File: config.mk
export PLATFORM = sky130hd
export DESIGN_NAME = retry_seq
export DESIGN_NICKNAME = d
export VERILOG_FILES = /design/src/rtl/retry_pkg.sv /design/src/rtl/retry_classify.sv /design/src/rtl/retry_timer.sv /design/src/rtl/retry_ctrl.sv /design/src/rtl/retry_seq.sv
export SDC_FILE = /design/constraint.sdc
export NUM_CORES = 1
export LEC_CHECK = 0
export BUFFER_PORTS_ARGS = -buffer_cell sky130_fd_sc_hd__buf_2
export CAP_MARGIN = 10
export CORE_ASPECT_RATIO = 0.9
export CORE_UTILIZATION = 52
export DETAILED_ROUTE_END_ITERATION = 10
export PLACE_DENSITY = 0.79
export SKIP_LAST_GASP = 1
export SLEW_MARGIN = 15
export SYNTH_ARGS = -nofsm -noshare
export SYNTH_HDL_FRONTEND = slang
export SYNTH_HIERARCHICAL = 1
export SYNTH_SLANG_ARGS = --single-unit
export TNS_END_PERCENT = 10
File: constraint.sdc
create_clock -name clk -period 2.3 [get_ports clk]
set_input_delay 0 -clock clk [delete_from_list [all_inputs] [get_ports clk]]
set_output_delay 0 -clock clk [all_outputs]
set_load 0.05 [all_outputs]
File: src/rtl/retry_pkg.sv
package retry_pkg;

    typedef enum logic [2:0] {
        ACT_OK,
        ACT_SOFT,
        ACT_RETRY,
        ACT_RESET,
        ACT_FAIL
    } act_e;

    typedef enum logic [1:0] {
        ST_IDLE,
        ST_WAIT,
        ST_RESET
    } st_e;

    typedef struct packed {
        logic       done;
        logic       err;
        logic [7:0] code;
    } cmpl_t;

    // Action chosen from the upper nibble of the error code
    function automatic act_e classify(input logic err, input logic [7:0] code);
        act_e a;
        if (!err) begin
            a = ACT_OK;
        end else begin
            case (code[7:4])
                4'h0:    a = ACT_OK;
                4'h3:    a = ACT_SOFT;
                4'h4:    a = ACT_RETRY;
                4'h6:    a = ACT_RESET;
                default: a = ACT_FAIL;
            endcase
        end
        return a;
    endfunction

endpackage

File: src/rtl/retry_classify.sv
module retry_classify
    import retry_pkg::*;
(
    input  cmpl_t cmpl,
    output logic  vld,
    output act_e  act
);
    // The error flag is meaningful only when done is set
    assign vld = cmpl.done;
    assign act = classify(cmpl.err, cmpl.code);
endmodule

File: src/rtl/retry_timer.sv
module retry_timer #(
    parameter int TIMEOUT_CYC = 400_000_000
) (
    input  logic clk,
    input  logic rst,
    input  logic clr,
    input  logic run,
    output logic expire
);
    localparam int W = $clog2(TIMEOUT_CYC + 1);
    localparam logic [W-1:0] LAST = W'(TIMEOUT_CYC - 1);

    logic [W-1:0] cnt;

    assign expire = run && (cnt == LAST);

    always_ff @(posedge clk) begin
        if (rst || clr) begin
            cnt <= '0;
        end else if (run && !expire) begin
            cnt <= cnt + 1'b1;
        end
    end
endmodule

File: src/rtl/retry_ctrl.sv
module retry_ctrl
    import retry_pkg::*;
#(
    parameter int         MAX_TRIES = 4,
    parameter logic [7:0] TMO_CODE  = 8'h43
) (
    input  logic       clk,
    input  logic       rst,
    input  logic       start_i,
    input  logic       cmpl_vld,
    input  act_e       act,
    input  logic [7:0] code,
    input  logic       expire,
    input  logic       rst_done_i,
    output logic       tmr_clr,
    output logic       tmr_run,
    output logic       retry_o,
    output logic       rst_req_o,
    output logic       fin_o,
    output logic       fin_ok_o,
    output logic [7:0] fin_code_o
);
    localparam int AW = $clog2(MAX_TRIES + 1);
    localparam logic [AW-1:0] LAST_TRY = AW'(MAX_TRIES);

    st_e           st;
    logic [AW-1:0] attempt;
    logic          last;
    logic          take_start;
    logic          take_cmpl;
    logic          reset_ack;
    logic          plain_retry;

    assign last        = (attempt == LAST_TRY);
    assign take_start  = (st == ST_IDLE) && start_i;
    assign take_cmpl   = (st == ST_WAIT) && cmpl_vld;
    assign reset_ack   = (st == ST_RESET) && rst_done_i;
    assign plain_retry = take_cmpl && (act == ACT_RETRY) && !last;
    assign tmr_clr     = take_start || reset_ack || plain_retry;
    assign tmr_run     = (st == ST_WAIT);

    always_ff @(posedge clk) begin
        if (rst) begin
            st         <= ST_IDLE;
            attempt    <= '0;
            retry_o    <= 1'b0;
            rst_req_o  <= 1'b0;
            fin_o      <= 1'b0;
            fin_ok_o   <= 1'b0;
            fin_code_o <= 8'h00;
        end else begin
            retry_o <= 1'b0;
            fin_o   <= 1'b0;
            case (st)
                ST_IDLE: begin
                    if (take_start) begin
                        st      <= ST_WAIT;
                        attempt <= AW'(1);
                    end
                end
                ST_WAIT: begin
                    if (cmpl_vld) begin
                        case (act)
                            ACT_OK: begin
                                fin_o      <= 1'b1;
                                fin_ok_o   <= 1'b1;
                                fin_code_o <= 8'h00;
                                st         <= ST_IDLE;
                            end
                            ACT_SOFT: begin
                                fin_o      <= 1'b1;
                                fin_ok_o   <= 1'b1;
                                fin_code_o <= code;
                                st         <= ST_IDLE;
                            end
                            ACT_RETRY, ACT_RESET: begin
                                if (last) begin
                                    fin_o      <= 1'b1;
                                    fin_ok_o   <= 1'b0;
                                    fin_code_o <= code;
                                    st         <= ST_IDLE;
                                end else begin
                                    attempt <= attempt + 1'b1;
                                    if (act == ACT_RETRY) begin
                                        retry_o <= 1'b1;
                                    end else begin
                                        rst_req_o <= 1'b1;
                                        st        <= ST_RESET;
                                    end
                                end
                            end
                            default: begin
                                fin_o      <= 1'b1;
                                fin_ok_o   <= 1'b0;
                                fin_code_o <= code;
                                st         <= ST_IDLE;
                            end
                        endcase
                    end else if (expire) begin
                        if (last) begin
                            fin_o      <= 1'b1;
                            fin_ok_o   <= 1'b0;
                            fin_code_o <= TMO_CODE;
                            st         <= ST_IDLE;
                        end else begin
                            attempt   <= attempt + 1'b1;
                            rst_req_o <= 1'b1;
                            st        <= ST_RESET;
                        end
                    end
                end
                ST_RESET: begin
                    if (rst_done_i) begin
                        rst_req_o <= 1'b0;
                        retry_o   <= 1'b1;
                        st        <= ST_WAIT;
                    end
                end
                default: st <= ST_IDLE;
            endcase
        end
    end
endmodule

File: src/rtl/retry_seq.sv
module retry_seq
    import retry_pkg::*;
#(
    parameter int         MAX_TRIES   = 4,
    parameter int         TIMEOUT_CYC = 400_000_000,
    parameter logic [7:0] TMO_CODE    = 8'h43
) (
    input  logic       clk,
    input  logic       rst,
    input  logic       start_i,
    input  logic       cmpl_i,
    input  logic       cmpl_done_i,
    input  logic       cmpl_err_i,
    input  logic [7:0] cmpl_code_i,
    output logic       retry_o,
    output logic       rst_req_o,
    input  logic       rst_done_i,
    output logic       fin_o,
    output logic       fin_ok_o,
    output logic [7:0] fin_code_o
);
    cmpl_t cmpl;
    logic  done_vld;
    act_e  act;
    logic  tmr_clr;
    logic  tmr_run;
    logic  expire;

    assign cmpl = '{done: cmpl_i && cmpl_done_i, err: cmpl_err_i, code: cmpl_code_i};

    retry_classify u_cls (
        .cmpl (cmpl),
        .vld  (done_vld),
        .act  (act)
    );

    retry_timer #(.TIMEOUT_CYC(TIMEOUT_CYC)) u_tmr (
        .clk    (clk),
        .rst    (rst),
        .clr    (tmr_clr),
        .run    (tmr_run),
        .expire (expire)
    );

    retry_ctrl #(.MAX_TRIES(MAX_TRIES), .TMO_CODE(TMO_CODE)) u_ctrl (
        .clk        (clk),
        .rst        (rst),
        .start_i    (start_i),
        .cmpl_vld   (done_vld),
        .act        (act),
        .code       (cmpl_code_i),
        .expire     (expire),
        .rst_done_i (rst_done_i),
        .tmr_clr    (tmr_clr),
        .tmr_run    (tmr_run),
        .retry_o    (retry_o),
        .rst_req_o  (rst_req_o),
        .fin_o      (fin_o),
        .fin_ok_o   (fin_ok_o),
        .fin_code_o (fin_code_o)
    );
endmodule

## Word-level counts from Yosys, hierarchy flattened

Index checks and enable logic that the tools add are counted.

- Logic and storage cells: 101
- Output and inout port bits: 12
- Input port bits: 15
- Register bits: 46

- Equality and inequality tests: 18
- $add $sub $neg: 2
- Multiplexer cells: 44
- Reduce and logical (&&, ||, !) cells: 28
- Bitwise gates (word level): 1

Operators by type and width:

| operator | count |
|---|---|
| two-way mux 8 bit | 4 |
| adder 29 x 1 -> 29 bit (second input constant) | 1 |
| == test 29 bit (second input constant) | 1 |
| two-way mux 1 bit | 19 |
| two-way mux 3 bit | 6 |
| two-way mux 2 bit | 8 |
| one-hot mux 8 bit (2 select lines) | 1 |
| one-hot mux 3 bit (4 select lines) | 1 |
| AND reduction 4 bit | 3 |
| == test 4 x 3 -> 1 bit (second input constant) | 2 |
| logical AND 1 bit | 8 |
| nonzero test 2 bit | 4 |
| == test 3 x 2 -> 1 bit (second input constant) | 2 |
| inequality test 3 bit (second input constant) | 2 |
| one-hot mux 1 bit (2 select lines) | 3 |
| one-hot mux 2 bit (3 select lines) | 1 |
| one-hot mux 3 bit (2 select lines) | 1 |
| AND reduction 6 bit | 1 |
| OR reduction 2 bit | 3 |
| inequality test 5 bit (second input constant) | 1 |
| == test 4 x 2 -> 1 bit (second input constant) | 1 |
| zero test 4 bit | 1 |
| inequality test 2 x 1 -> 1 bit (second input constant) | 2 |
| inequality test 2 bit (second input constant) | 2 |
| 12 further kinds | 15 |

## Longest topological paths before layout

Gate-level depths: netlist (run 1).

- Depth in word-level cells: 9
- Mapped depth: 10
- Depth with buffers taken out: 10

## Modules after synthesis

The synthesis (run 1) kept the hierarchy.

Modules (own cells, without submodules):

| module | area each (sq um) | times used | cells each |
|---|---|---|---|
| retry_timer | 1,501.4 | 1 | 177 |
| retry_ctrl | 954.7 | 1 | 109 |
| retry_classify | 78.8 | 1 | 9 |
| retry_seq | 6.3 | 1 | 1 |

## Worst setup path before layout (run 1)

No wires, ideal clock.

- Path kind: register to register
- Start: register u_ctrl.st[1]
- End: register u_tmr.cnt[14]
- Library setup time: 60 ps
- Buffers on the path: 0
- Required time: 2,240 ps
- Arrival: 2,251 ps
- Slack: -11 ps
- Stages on the path, launching flop included: 10
- Cell sequence: dfxtp_1 inv_1 ha_1 and2_4 nand4_1 a21boi_0 nand2_1 or2_2 or4_1 nand2_1

- Word-level cells in the longest chain between the ends: 6
- Elaborated cells between the ends (all ways): 14

Ends and longest elaborated chain:

| what | RTL line | text |
|---|---|---|
| from (decl) | retry_ctrl.sv:26 | `st_e st;` |
| from (signal assigned) | retry_ctrl.sv:44 | `st <= ST_IDLE;` |
| from (signal assigned) | retry_ctrl.sv:57 | `st <= ST_WAIT;` |
| from (signal assigned) | retry_ctrl.sv:68 | `st <= ST_IDLE;` |
| == test 2 x 1 -> 1 bit | retry_ctrl.sv:40 | `assign tmr_run = (st == ST_WAIT);` |
| named net tmr_run | retry_seq.sv:26 | `logic tmr_run;` |
| logical AND 1 bit | retry_ctrl.sv:36 | `assign take_cmpl = (st == ST_WAIT) && cmpl_vld;` |
| logical AND 1 bit (2 in a row) | retry_ctrl.sv:38 | `assign plain_retry = take_cmpl && (act == ACT_RETRY) && !last;` |
| logical OR 1 bit | retry_ctrl.sv:39 | `assign tmr_clr = take_start \|\| reset_ack \|\| plain_retry;` |
| named net tmr_clr | retry_seq.sv:25 | `logic tmr_clr;` |
| logical OR 1 bit | retry_timer.sv:18 | `if (rst \|\| clr) begin` |
| to (signal assigned) | retry_timer.sv:21 | `cnt <= cnt + 1'b1;` |
| to (decl) | retry_timer.sv:13 | `logic [W-1:0] cnt;` |

The timed path passes the listed nets, and every way through them passes these cells.
A chain may end at the register's enable or synchronous reset.

## Worst setup path in the final report (run 1)

- Start: register u_tmr.cnt[21]
- End: register u_tmr.cnt[4]

- Word-level cells in the longest chain between the ends: 4

Ends and longest elaborated chain:

| what | RTL line | text |
|---|---|---|
| == test 29 bit | retry_timer.sv:15 | `assign expire = run && (cnt == LAST);` |
| logical AND 1 bit | retry_timer.sv:15 |  |
| zero test 1 bit | retry_timer.sv:20 | `end else if (run && !expire) begin` |
| logical AND 1 bit | retry_timer.sv:20 |  |

Every way passes these cells.

==> out/results.tsv, run 1 <==
metric	value	unit
Placed Cells	399	
adder-cell area share of the yosys netlist	3.45	%
die height	68.3	µm
r2r endpoint	u_tmr/cnt[4]	
post-synth top area share	36.2	%
Distinct cells, synth	57	
placer congestion estimate	0.851	
Cells after Synth	296	
CTS Buf Count	5	
area delta synth->final	24.2	%
Syn Area/Cell	8.59	µm²
Die W	75.7	µm
Final Critical Period	2.28	ns
Yosys Warn Count	6	
clock latency on the worst-skew pair	0.32	ns
CP Depth	6	
WL final	5850	µm
Peak Freq	0.438	GHz
Main synth FF type	dfxtp_1	
Synth async-reset ratio	0	%
Most Crowded Layer GR	met1	
WHS Path Cells	3	
top cells by count, synth	dfxtp_1, nor2_1, nand2_1	
first-pass GRT wire length	9420	µm
mux cell area share after synthesis	0.788	%
Layout fillers	381	
Pins Over Slew Limit	0	
GRT Util Overall	24.6	%
global routing usage on met1	35.7	%
CTS sink cnt	46	
Worst slew margin	60.3	%
DRC	0	
drt pass-1 iters	4	
met2 usage	34.9	%
Vias/cell	5.77	
clock slew at reported path FFs	0.09	ns
Worst Path Required	2.53	ns
Initial Util	55.5	%
Post-Synth XOR/XNOR Area	4.83	%
TritonCTS clock tree	built	
RSZ-0062 raised after global routing	yes	
port bufs	26	
DP Wirelength	4100	µm
HP Class	input port to flip-flop	
slowest CP cell	or4b_4	
Max IR drop VDD	564	µV
syn nets	318	
R2R depth	6	
Setup violations, final	0	
largest family of logic cells by synthesized area	simple AND/OR/NAND/NOR gates	
number of flops mapped to enable cells by yosys	0	
Crit path max-delay family	simple AND/OR/NAND/NOR gates	
DRT antenna net count	0	
largest net degree at the start of global routing	25	
CP Cell Sequence	or4b_4 -> or4_4 -> o41ai_4 -> buf_6 -> nor2_1 -> a211oi_1	
Power, Total	0.00230	W
# diodes	0	
hold_sp	rst_done_i	
CP Capture Type	flip-flop	
Reg2Reg Setup Slack	0.02	ns
Syn Std Cell Area	0.00254	mm²
Worst-Margin Slew	0.591	ns
GR Layer Usage met3	6.92	%
synthesized flop and latch total	46	
initial antenna violation count	0	
sequential area share after synthesis	36.2	%
crit start category	flip-flop	
register area	921	µm²
Die Footprint	0.00517	mm²
Clock Tree Buf Depth	2	
Core Area	0.00458	mm²
Boundary Pins	27	
clk root buf	clkbuf_8	
DR WL/cell	14.1	µm
Leakage	1.19	nW
Hold EP	u_ctrl/retry_o	
layout cells sized above 1	28.2	%
Final Hold Vio Count	0	
Nets	375	
dpl cell area	0.00287	mm²
worst path bufs/invs	1	
Synth Area in Simple Gates	30.3	%
DR vias	2402	
final instance area	0.00316	mm²
setup TNS	0	ns
Non-Filler Instances	416	
top cells by area, synth	dfxtp_1, nor2_1, nand2_1	
Pwr Density	728	mW/mm²
Critical Path AT	2.52	ns
reg-to-reg critical path startpoint	u_tmr/cnt[21]	
final period utilization	99.3	%
crit-path max FO	8	
num rows	23	
Core Util, Final	69.0	%
Max stage delay on crit path	0.56	ns
Yosys top cell by area	dfxtp_1	
clk_skew	0.00809	ns
maxcap violations	0	
area of the multi-input gates	0.00157	mm²
vias in the first global route	1987	
worst setup path class	flip-flop to flip-flop	
DR iter-0 viols	152	
Synth Area in Compound Gates	20.1	%
number of H-tree levels	2	
GRT overflow	0	
status	completed	
count leader, synth	dfxtp_1	
-- stage by stage --
stage	hold WS [ns]	setup WS, ns
floorplan	0.154	0.0462
global placement	0.280	0.00448
detailed placement	0.282	-0.146
CTS	0.0957	-0.0339
global route	0.0883	-0.0426
finish	0.0772	0.0165
-- logic make-up after synthesis --
| kind of cell | count (synthesis) |
|---|---|
| flops | 46 |
| simple gates | 139 |
| mux | 2 |
| xor+xnor | 14 |
| fa+ha+maj | 7 |
| compound gates | 67 |
| buf+inv | 21 |
-- per-layer routing --
| layer | vias up | wire length [µm] |
|---|---|---|
| li1 | 1208 | - |
| met2 | 61 | 2470 |
| met1 | 1127 | 2950 |
| met3 | 6 | 369 |
| met4 | 0 | 65 |
| met5 | - | 0 |
-- what timing repair did --
action                                 in CTS  in global routing
endpoints found under the hold margin       8                  0
setup endpoints to repair                   6                 16
hold buffers                                8                  0
setup buffers                               0                  1
pin swaps                                   0                  4
gates resized for setup                     4                  8
-- worst min-delay path, cell delays in order --
cell      delay [ns]
buf_2           0.09
a21boi_1        0.08
nor3b_1         0.17
-- state kept, by name, indices dropped and copies added, names as in the netlist --
register,flops
u_ctrl/fin_code_o,8
u_tmr/cnt,29
u_ctrl/st,2
u_ctrl/attempt,3
u_ctrl/fin_o,1
u_ctrl/rst_req_o,1
u_ctrl/fin_ok_o,1
u_ctrl/retry_o,1
-- area by class of cell --
type / instances / share of cell area [%]
tap: 62 / 2.46
inverter: 10 / 1.19
clock buffer: 5 / 2.18
timing repair buffer: 61 / 13.2
sequential: 46 / 29.2
multi-input combinational: 229 / 49.6
clock inverter: 3 / 2.18
-- report_power, final --
part / leakage (nW) / total [W] / internal, W / switching [W]
registers: 0.371 / 0.000864 / 0.000837 / 0.0000271
clock network: 0.0683 / 0.000731 / 0.000435 / 0.000296
logic: 0.747 / 0.000703 / 0.000279 / 0.000424
total: 1.19 / 0.00230 / 0.00155 / 0.000747
-- worst max path at each step --
stage,slack [ns],from,to
6_report,0.02,u_tmr/cnt[21],u_tmr/cnt[4]
3_3_place_gp,0.004,u_tmr/cnt[21],u_ctrl/attempt[2]
3_5_place_dp,-0.15,u_tmr/cnt[21],u_ctrl/attempt[2]
5_1_grt,-0.04,u_tmr/cnt[21],u_tmr/cnt[4]
2_1_floorplan,0.05,u_tmr/cnt[0],u_ctrl/attempt[2]
4_1_cts,-0.03,u_tmr/cnt[1],u_ctrl/attempt[2]
-- layout by cell type (no fill, tap or decap), types with 4 or more instances in the layout --
master	Yosys	final
dfxtp_1	46	46
buf_2	1	26
buf_4	2	26
nor2_1	27	26
nand2_1	26	25
nand3_1	18	18
nand4_1	15	15
a21oi_1	14	14
o21ai_0	12	12
inv_1	10	10
xor2_1	10	10
dlygate4sd3_1	0	8
or3_1	6	6
ha_1	7	6
clkbuf_8	0	5
nor3_1	5	5
o31ai_1	5	5
and3_1	5	5
a311oi_1	5	5
a21oi_2	5	5
xnor2_1	4	4
nand2b_1	4	4
nor4_1	6	4
(Power assumes the default switching activity.)
==> run 2, diff against run 1 <==
PLACE_DENSITY = default   (was 0.79)
PLACE_DENSITY_LB_ADDON = 0.1   (was default)
==> run 2 against run 1 <==
Combinational power up 4.8%; sequential power is essentially flat; wire length is 2.0% higher; design area rose by 0.52%; sequential share of layout area down 0.11 points; flip-flop and latch count did not move; count of clock-buffer cells in the layout is 1 higher; core utilization rose by 0.36 points; highest routed layer unchanged; register-to-register slack improved by 0.05 ns; critical path depth did not move.
==> out/results.tsv, run 2 (synthesized netlist as in run 1, its figures left out) <==
metric	value	unit	change
status	completed		
CP Capture Type	flip-flop		
Worst slew margin	58.7	%	-1.6 points
Worst-Margin Slew	0.614	ns	+0.0236 ns
Worst Path Required	2.51	ns	-0.02 ns
M1 WL	2990	µm	+1.4%
Peak Freq	0.447	GHz	+2.1%
layout cells sized above 1	29.3	%	+1.0 points
DR iter-0 viols	132		-13%
Layout fillers	368		-3.4%
clock share of power	27.8	%	-4.0 points
placer congestion estimate	0.823		-3.3%
Initial Util	55.5	%	unchanged
RSZ-0062 raised after global routing	yes		
switching pwr	0.000743	W	-0.64%
max FFs per register	29		unchanged
Pins Over Slew Limit	0		unchanged
WHS Path Cells	3		unchanged
most frequent cells in the layout	dfxtp_1, buf_4, buf_2, nor2_1, nand2_1		
post-route setup slack	0.0631	ns	+0.0467 ns
DR top layer	met4		
WL final	5970	µm	+2.0%
area delta synth->final	24.8	%	
GRT overflow	0		unchanged
DR WL/cell	14.3	µm	+1.8%
slowest CP cell	or4_1		
Clock Tree Buf Depth	2		unchanged
Leakage	1.22	nW	+2.6%
hold slack	0.0143	ns	-0.0629 ns
Core Area	0.00458	mm²	unchanged
Boundary Pins	27		unchanged
Worst Setup SP	u_tmr/cnt[10]		
Reg2Reg Setup Slack	0.06	ns	+0.05 ns
Seq pwr share	39.0	%	+1.4 points
CTS Buf Count	5		unchanged
Vias/cell	5.72		-0.95%
Nets	377		+0.53%
post-CTS setup buffer count	0		unchanged
DRC	0		unchanged
DP Wirelength	4250	µm	+3.5%
clk root buf	clkbuf_8		
DR vias	2385		-0.71%
met2 WL post-DR	2620	µm	+5.9%
worst setup path class	flip-flop to flip-flop		
CP Cell Sequence	or4_1 -> or3_4 -> o41ai_4 -> buf_12 -> nor2_1 -> a211oi_1		
r2r endpoint	u_tmr/cnt[4]		
R2R depth	6		unchanged
dpl ws	-0.0301	ns	+0.116 ns
Final Critical Period	2.24	ns	-0.0467 ns
Max IR drop VDD	543	µV	-3.8%
# diodes	0		unchanged
largest net degree at the start of global routing	25		unchanged
dpl cell area	0.00292	mm²	+1.7%
Sw Ratio	33.4	%	+0.93 points
clock latency on the worst-skew pair	0.30	ns	-0.02 ns
leading cell type in the layout, fill and taps excluded	dfxtp_1		
Final Hold Vio Count	0		unchanged
Die W	75.7	µm	unchanged
final instance area	0.00317	mm²	+0.52%
die height	68.3	µm	unchanged
clock slew at reported path FFs	0.09	ns	about the same
internal power	0.00148	W	-4.7%
Max stage delay on crit path	0.60	ns	+0.04 ns
num rows	23		unchanged
Die Footprint	0.00517	mm²	unchanged
drt pass-1 iters	4		unchanged
maxcap violations	0		unchanged
Setup violations, final	0		unchanged
most flop-heavy register	u_tmr/cnt		
HP Class	input port to flip-flop		
Hold EP	u_ctrl/fin_code_o[7]		
TritonCTS clock tree	built		
CTS sink cnt	46		unchanged
routed wl met3	261	µm	-29%
reg-to-reg critical path startpoint	u_tmr/cnt[10]		
Gate power share	33.2	%	+2.6 points
crit-path max FO	16		+8
clk_skew	0.0108	ns	+0.00276 ns
Critical Path AT	2.45	ns	-0.07 ns
GRT Util Overall	24.6	%	about the same
vias in the first global route	2039		+2.6%
first-pass GRT wire length	9470	µm	+0.51%
Pwr Density	700	mW/mm²	-3.9%
initial antenna violation count	0		unchanged
DRT antenna net count	0		unchanged
port bufs	26		unchanged
number of H-tree levels	2		unchanged
hold_sp	cmpl_code_i[7]		
crit start category	flip-flop		
biggest regs	u_tmr/cnt (29), u_ctrl/fin_code_o (8), u_ctrl/attempt (3)		
final period utilization	97.3	%	-2.0 points
==> run 2: worst max-delay path by stage <==
stage / endpoint / slack, ns
CTS: u_tmr/cnt[4] / 0.01
global placement: u_ctrl/st[1] / 0.05
finish: u_tmr/cnt[4] / 0.06
detailed placement: u_ctrl/attempt[2] / -0.03
floorplan: u_ctrl/attempt[2] / 0.05
global route: u_ctrl/attempt[2] / -0.06
==> run 2: per-stage QoR <==
step | cells | TNS [ns] | power (W) | util, %
after CTS | 417 | 0 | 0.00219 | 67.9
after global placement | 404 | 0 | 0.00157 | 63.9
after floorplan | 296 | 0 | 0.00139 | -
after detailed placement | 404 | -0.0475 | 0.00157 | 63.9
after global routing | 417 | -0.141 | 0.00234 | 69.3
final | 417 | 0 | 0.00222 | 69.3
==> run 2: power groups by stage <==
| stage | registers (W) | logic, W | clock network [W] |
|---|---|---|---|
| after floorplan | 0.000927 | 0.000462 | 0 |
| after global placement | 0.000883 | 0.000688 | 0 |
| after detailed placement | 0.000884 | 0.000684 | 0 |
| after CTS | 0.000865 | 0.000699 | 0.000628 |
| after global routing | 0.000870 | 0.000799 | 0.000668 |
| final | 0.000865 | 0.000737 | 0.000618 |
==> run 2: cell type report <==
| cell class | instances | area (µm²) | area share, % |
|---|---|---|---|
| Clock inverter | 1 | 30.0 | 0.947 |
| Multi-Input combinational cell | 229 | 1590 | 50.0 |
| Clock buffer | 6 | 82.6 | 2.60 |
| Sequential cell | 46 | 922 | 29.1 |
| Inverter | 10 | 37.5 | 1.18 |
| Tap cell | 62 | 77.6 | 2.45 |
| Timing Repair Buffer | 63 | 435 | 13.7 |
==> run 2: critical path, delay by kind of cell, from the launching register on <==
family | cells | cell delay [ns]
AND/OR/NAND/NOR | 3 | 1.04
AO/OA/AOI/OAI | 2 | 0.61
buffers and inverters | 1 | 0.19
flip-flops | 1 | 0.31
==> run 2: metal layers <==
metal / GRT usage [%] / up-vias
li1: - / 1208
met1: 34.8 / 1118
met2: 36.9 / 47
met3: 5.01 / 12
met4: 8.56 / 0
met5: 0 / -
==> run 2: timing repair <==
item / CTS / global route
hold endpoints to repair: 6 / 0
pin swaps: 0 / 8
resized for setup: 2 / 13
hold buffers: 6 / 0
endpoints found under the setup margin: 4 / 10
==> run 3, diff against run 2 <==
SYNTH_HIERARCHICAL = default   (was 1)
==> run 3 against run 2 <==
Combinational power fell by 11%; wire length rose by 7.2%; non-clock buffer count fell by 18; synthesized cell count rose by 5.4%; highest routed layer unchanged; largest cell class unchanged; flip-flop and latch count did not move; largest power group unchanged; synthesized area rose by 1.9%; power fell by 8.6%.
==> out/results.tsv, run 3 <==
metric	value	unit	change
status	completed		
worst setup path class	flip-flop to flip-flop		
count leader, synth	dfxtp_1		
Synth Area in Simple Gates	33.5	%	+3.2 points
r2r endpoint	u_ctrl.st[1]		
hold_sp	cmpl_err_i		
layout cells sized above 1	17.3	%	-12 points
Pins Over Slew Limit	0		unchanged
num rows	23		unchanged
Core Area	0.00460	mm²	+0.63%
Final Hold Vio Count	0		unchanged
synthesized flop and latch total	46		unchanged
syn nets	334		+5.0%
Setup violations, final	0		unchanged
clk root buf	clkbuf_8		
Post-Synth XOR/XNOR Area	3.72	%	-1.1 points
vias in the first global route	2285		+12%
top cells by count, synth	dfxtp_1, nand2_1, o21ai_0		
most flop-heavy register	u_tmr.cnt		
Critical Path AT	2.36	ns	-0.09 ns
reg-to-reg critical path startpoint	u_tmr.cnt[15]		
mux cell area share after synthesis	1.74	%	+0.95 points
Die Footprint	0.00527	mm²	+1.9%
slowest CP cell	o311a_1		
DP Wirelength	4540	µm	+6.8%
area delta synth->final	14.8	%	
crit-path max FO	6		-10
final instance area	0.00297	mm²	-6.2%
Worst slew margin	62.5	%	+3.8 points
Initial Util	56.3	%	+0.71 points
HP Class	input port to flip-flop		
GRT Util Overall	25.8	%	+1.2 points
post-CTS setup buffer count	0		unchanged
Leakage	1.12	nW	-8.2%
Max IR drop VDD	781	µV	+44%
Reg2Reg Setup Slack	0.14	ns	+0.08 ns
Hold EP	u_ctrl.fin_code_o[4]		
R2R depth	5		-1
Worst Setup SP	u_tmr.cnt[15]		
DRC	0		unchanged
CTS Buf Count	5		unchanged
Gate power share	32.3	%	-0.9 points
top cells by area, synth	dfxtp_1, nand2_1, ha_1		
Max stage delay on crit path	0.44	ns	-0.16 ns
number of H-tree levels	2		unchanged
Yosys top cell by area	dfxtp_1		
Final Critical Period	2.16	ns	-0.0774 ns
setup TNS	0	ns	unchanged
CP Capture Type	flip-flop		
post-synth top area share	35.6	%	-0.68 points
leading cell type in the layout, fill and taps excluded	dfxtp_1		
first-pass GRT wire length	10600	µm	+12%
maxcap violations	0		unchanged
crit start category	flip-flop		
Seq pwr share	43.0	%	+4.0 points
# diodes	0		unchanged
sequential area share after synthesis	35.6	%	-0.68 points
drt pass-1 iters	4		unchanged
DR WL/cell	15.7	µm	+9.6%
Boundary Pins	27		unchanged
Syn Area/Cell	8.30	µm²	-3.3%
Sw Ratio	35.9	%	+2.4 points
adder-cell area share of the yosys netlist	3.38	%	-0.065 points
CP Cell Sequence	and4_1 -> nand3_1 -> o311a_1 -> or3_4 -> mux2_4		
port bufs	26		unchanged
GRT overflow	0		unchanged
Nets	367		-2.7%
placer congestion estimate	0.869		+5.6%
initial antenna violation count	0		unchanged
die height	69.0	µm	+0.92%
DRT antenna net count	0		unchanged
CTS sink cnt	46		unchanged
TritonCTS clock tree	built		
Clock Tree Buf Depth	2		unchanged
largest family of logic cells by synthesized area	simple AND/OR/NAND/NOR gates		
Crit path max-delay family	simple AND/OR/NAND/NOR gates		
biggest regs	u_tmr.cnt (29), u_ctrl.fin_code_o (8), u_ctrl.attempt (3)		
final period utilization	93.9	%	-3.4 points
DR vias	2503		+4.9%
RSZ-0062 raised after global routing	no		
largest net degree at the start of global routing	30		+20%
number of flops mapped to enable cells by yosys	0		unchanged
clock share of power	24.7	%	-3.1 points
most frequent cells in the layout	dfxtp_1, nand2_1, buf_2		
Peak Freq	0.463	GHz	+3.6%
Vias/cell	6.13		+7.3%
worst path bufs/invs	0		-1
Worst Path Required	2.50	ns	about the same
WHS Path Cells	3		unchanged
clock slew at reported path FFs	0.09	ns	about the same
max FFs per register	29		unchanged
DR iter-0 viols	157		+19%
Worst-Margin Slew	0.557	ns	-0.0580 ns
switching pwr	0.000728	W	-2.0%
Synth async-reset ratio	0	%	unchanged
internal power	0.00130	W	-12%
clock latency on the worst-skew pair	0.30	ns	about the same
Syn Std Cell Area	0.00259	mm²	+1.9%
Synth Area in Compound Gates	17.6	%	-2.5 points
Core Util, Final	64.6	%	-4.7 points
Main synth FF type	dfxtp_1		
post-route setup slack	0.141	ns	+0.0774 ns
Distinct cells, synth	56		-1.8%
WL final	6400	µm	+7.2%
Die W	76.4	µm	+0.93%
dpl ws	0.141	ns	+0.172 ns
dpl cell area	0.00284	mm²	-2.9%
Pwr Density	682	mW/mm²	-2.6%
clk_skew	0.00320	ns	-0.00765 ns
hold slack	0.0154	ns	+0.00110 ns
Yosys Warn Count	0		-6
Cells after Synth	312		+5.4%
[run 3: metal layers]
metal / vias up / share of wire (%) / global-route usage (%)
met3: 5 / 5.8 / 4.74
met2: 71 / 45 / 42.6
li1: 1239 / - / -
met4: 0 / 0.66 / 8.41
met1: 1188 / 48 / 34.5
met5: - / 0 / 0
[run 3: cells by family after synthesis]
family	count (synthesis)
compound gates	66
xor+xnor	11
fa+ha+maj	7
buf+inv	28
flops	46
mux	4
simple gates	150
[run 3: per-stage QoR]
step           cells  total power (W)
2_1_floorplan    312          0.00135
4_1_cts          408          0.00203
5_1_grt          408          0.00213
6_report         408          0.00203
3_5_place_dp     396          0.00153
3_3_place_gp     396          0.00151
[run 3: cell type report]
| class | instances | area (µm²) |
|---|---|---|
| sequential | 46 | 921 |
| clock inverter | 3 | 21.3 |
| timing repair buffer | 45 | 295 |
| fill | 393 | 1630 |
| clock buffer | 5 | 68.8 |
| tap | 62 | 77.6 |
| inverter | 9 | 33.8 |
| multi-input combinational | 238 | 1560 |
[run 3: worst register-to-register path, cell delays in order (launching register included)]
cell and delay, ns:
dfxtp_1 0.42, and4_1 0.34, nand3_1 0.11, o311a_1 0.44, or3_4 0.43, mux2_4 0.31
[run 3: worst max-delay path by stage]
stage,end,cells past startpoint
after CTS,u_ctrl.st[1],6
after global placement,u_ctrl.st[1],6
after global routing,u_tmr.cnt[27],7
after detailed placement,u_ctrl.st[1],6
final,u_ctrl.st[1],5
after floorplan,u_ctrl.st[1],6
[run 3: power by group through the flow]
stage               clock (W)  combinational, W  sequential [W]
detailed placement          0          0.000638        0.000892
global route         0.000540          0.000711        0.000879
global placement            0          0.000625        0.000887
CTS                  0.000516          0.000646        0.000872
finish               0.000502          0.000655        0.000872
floorplan                   0          0.000420        0.000931
[run 3: repair_timing]
action,in CTS,in global routing
endpoints found under the setup margin,0,1
endpoints found under the hold margin,4,0
hold buffers,4,0
gates resized for setup,0,1
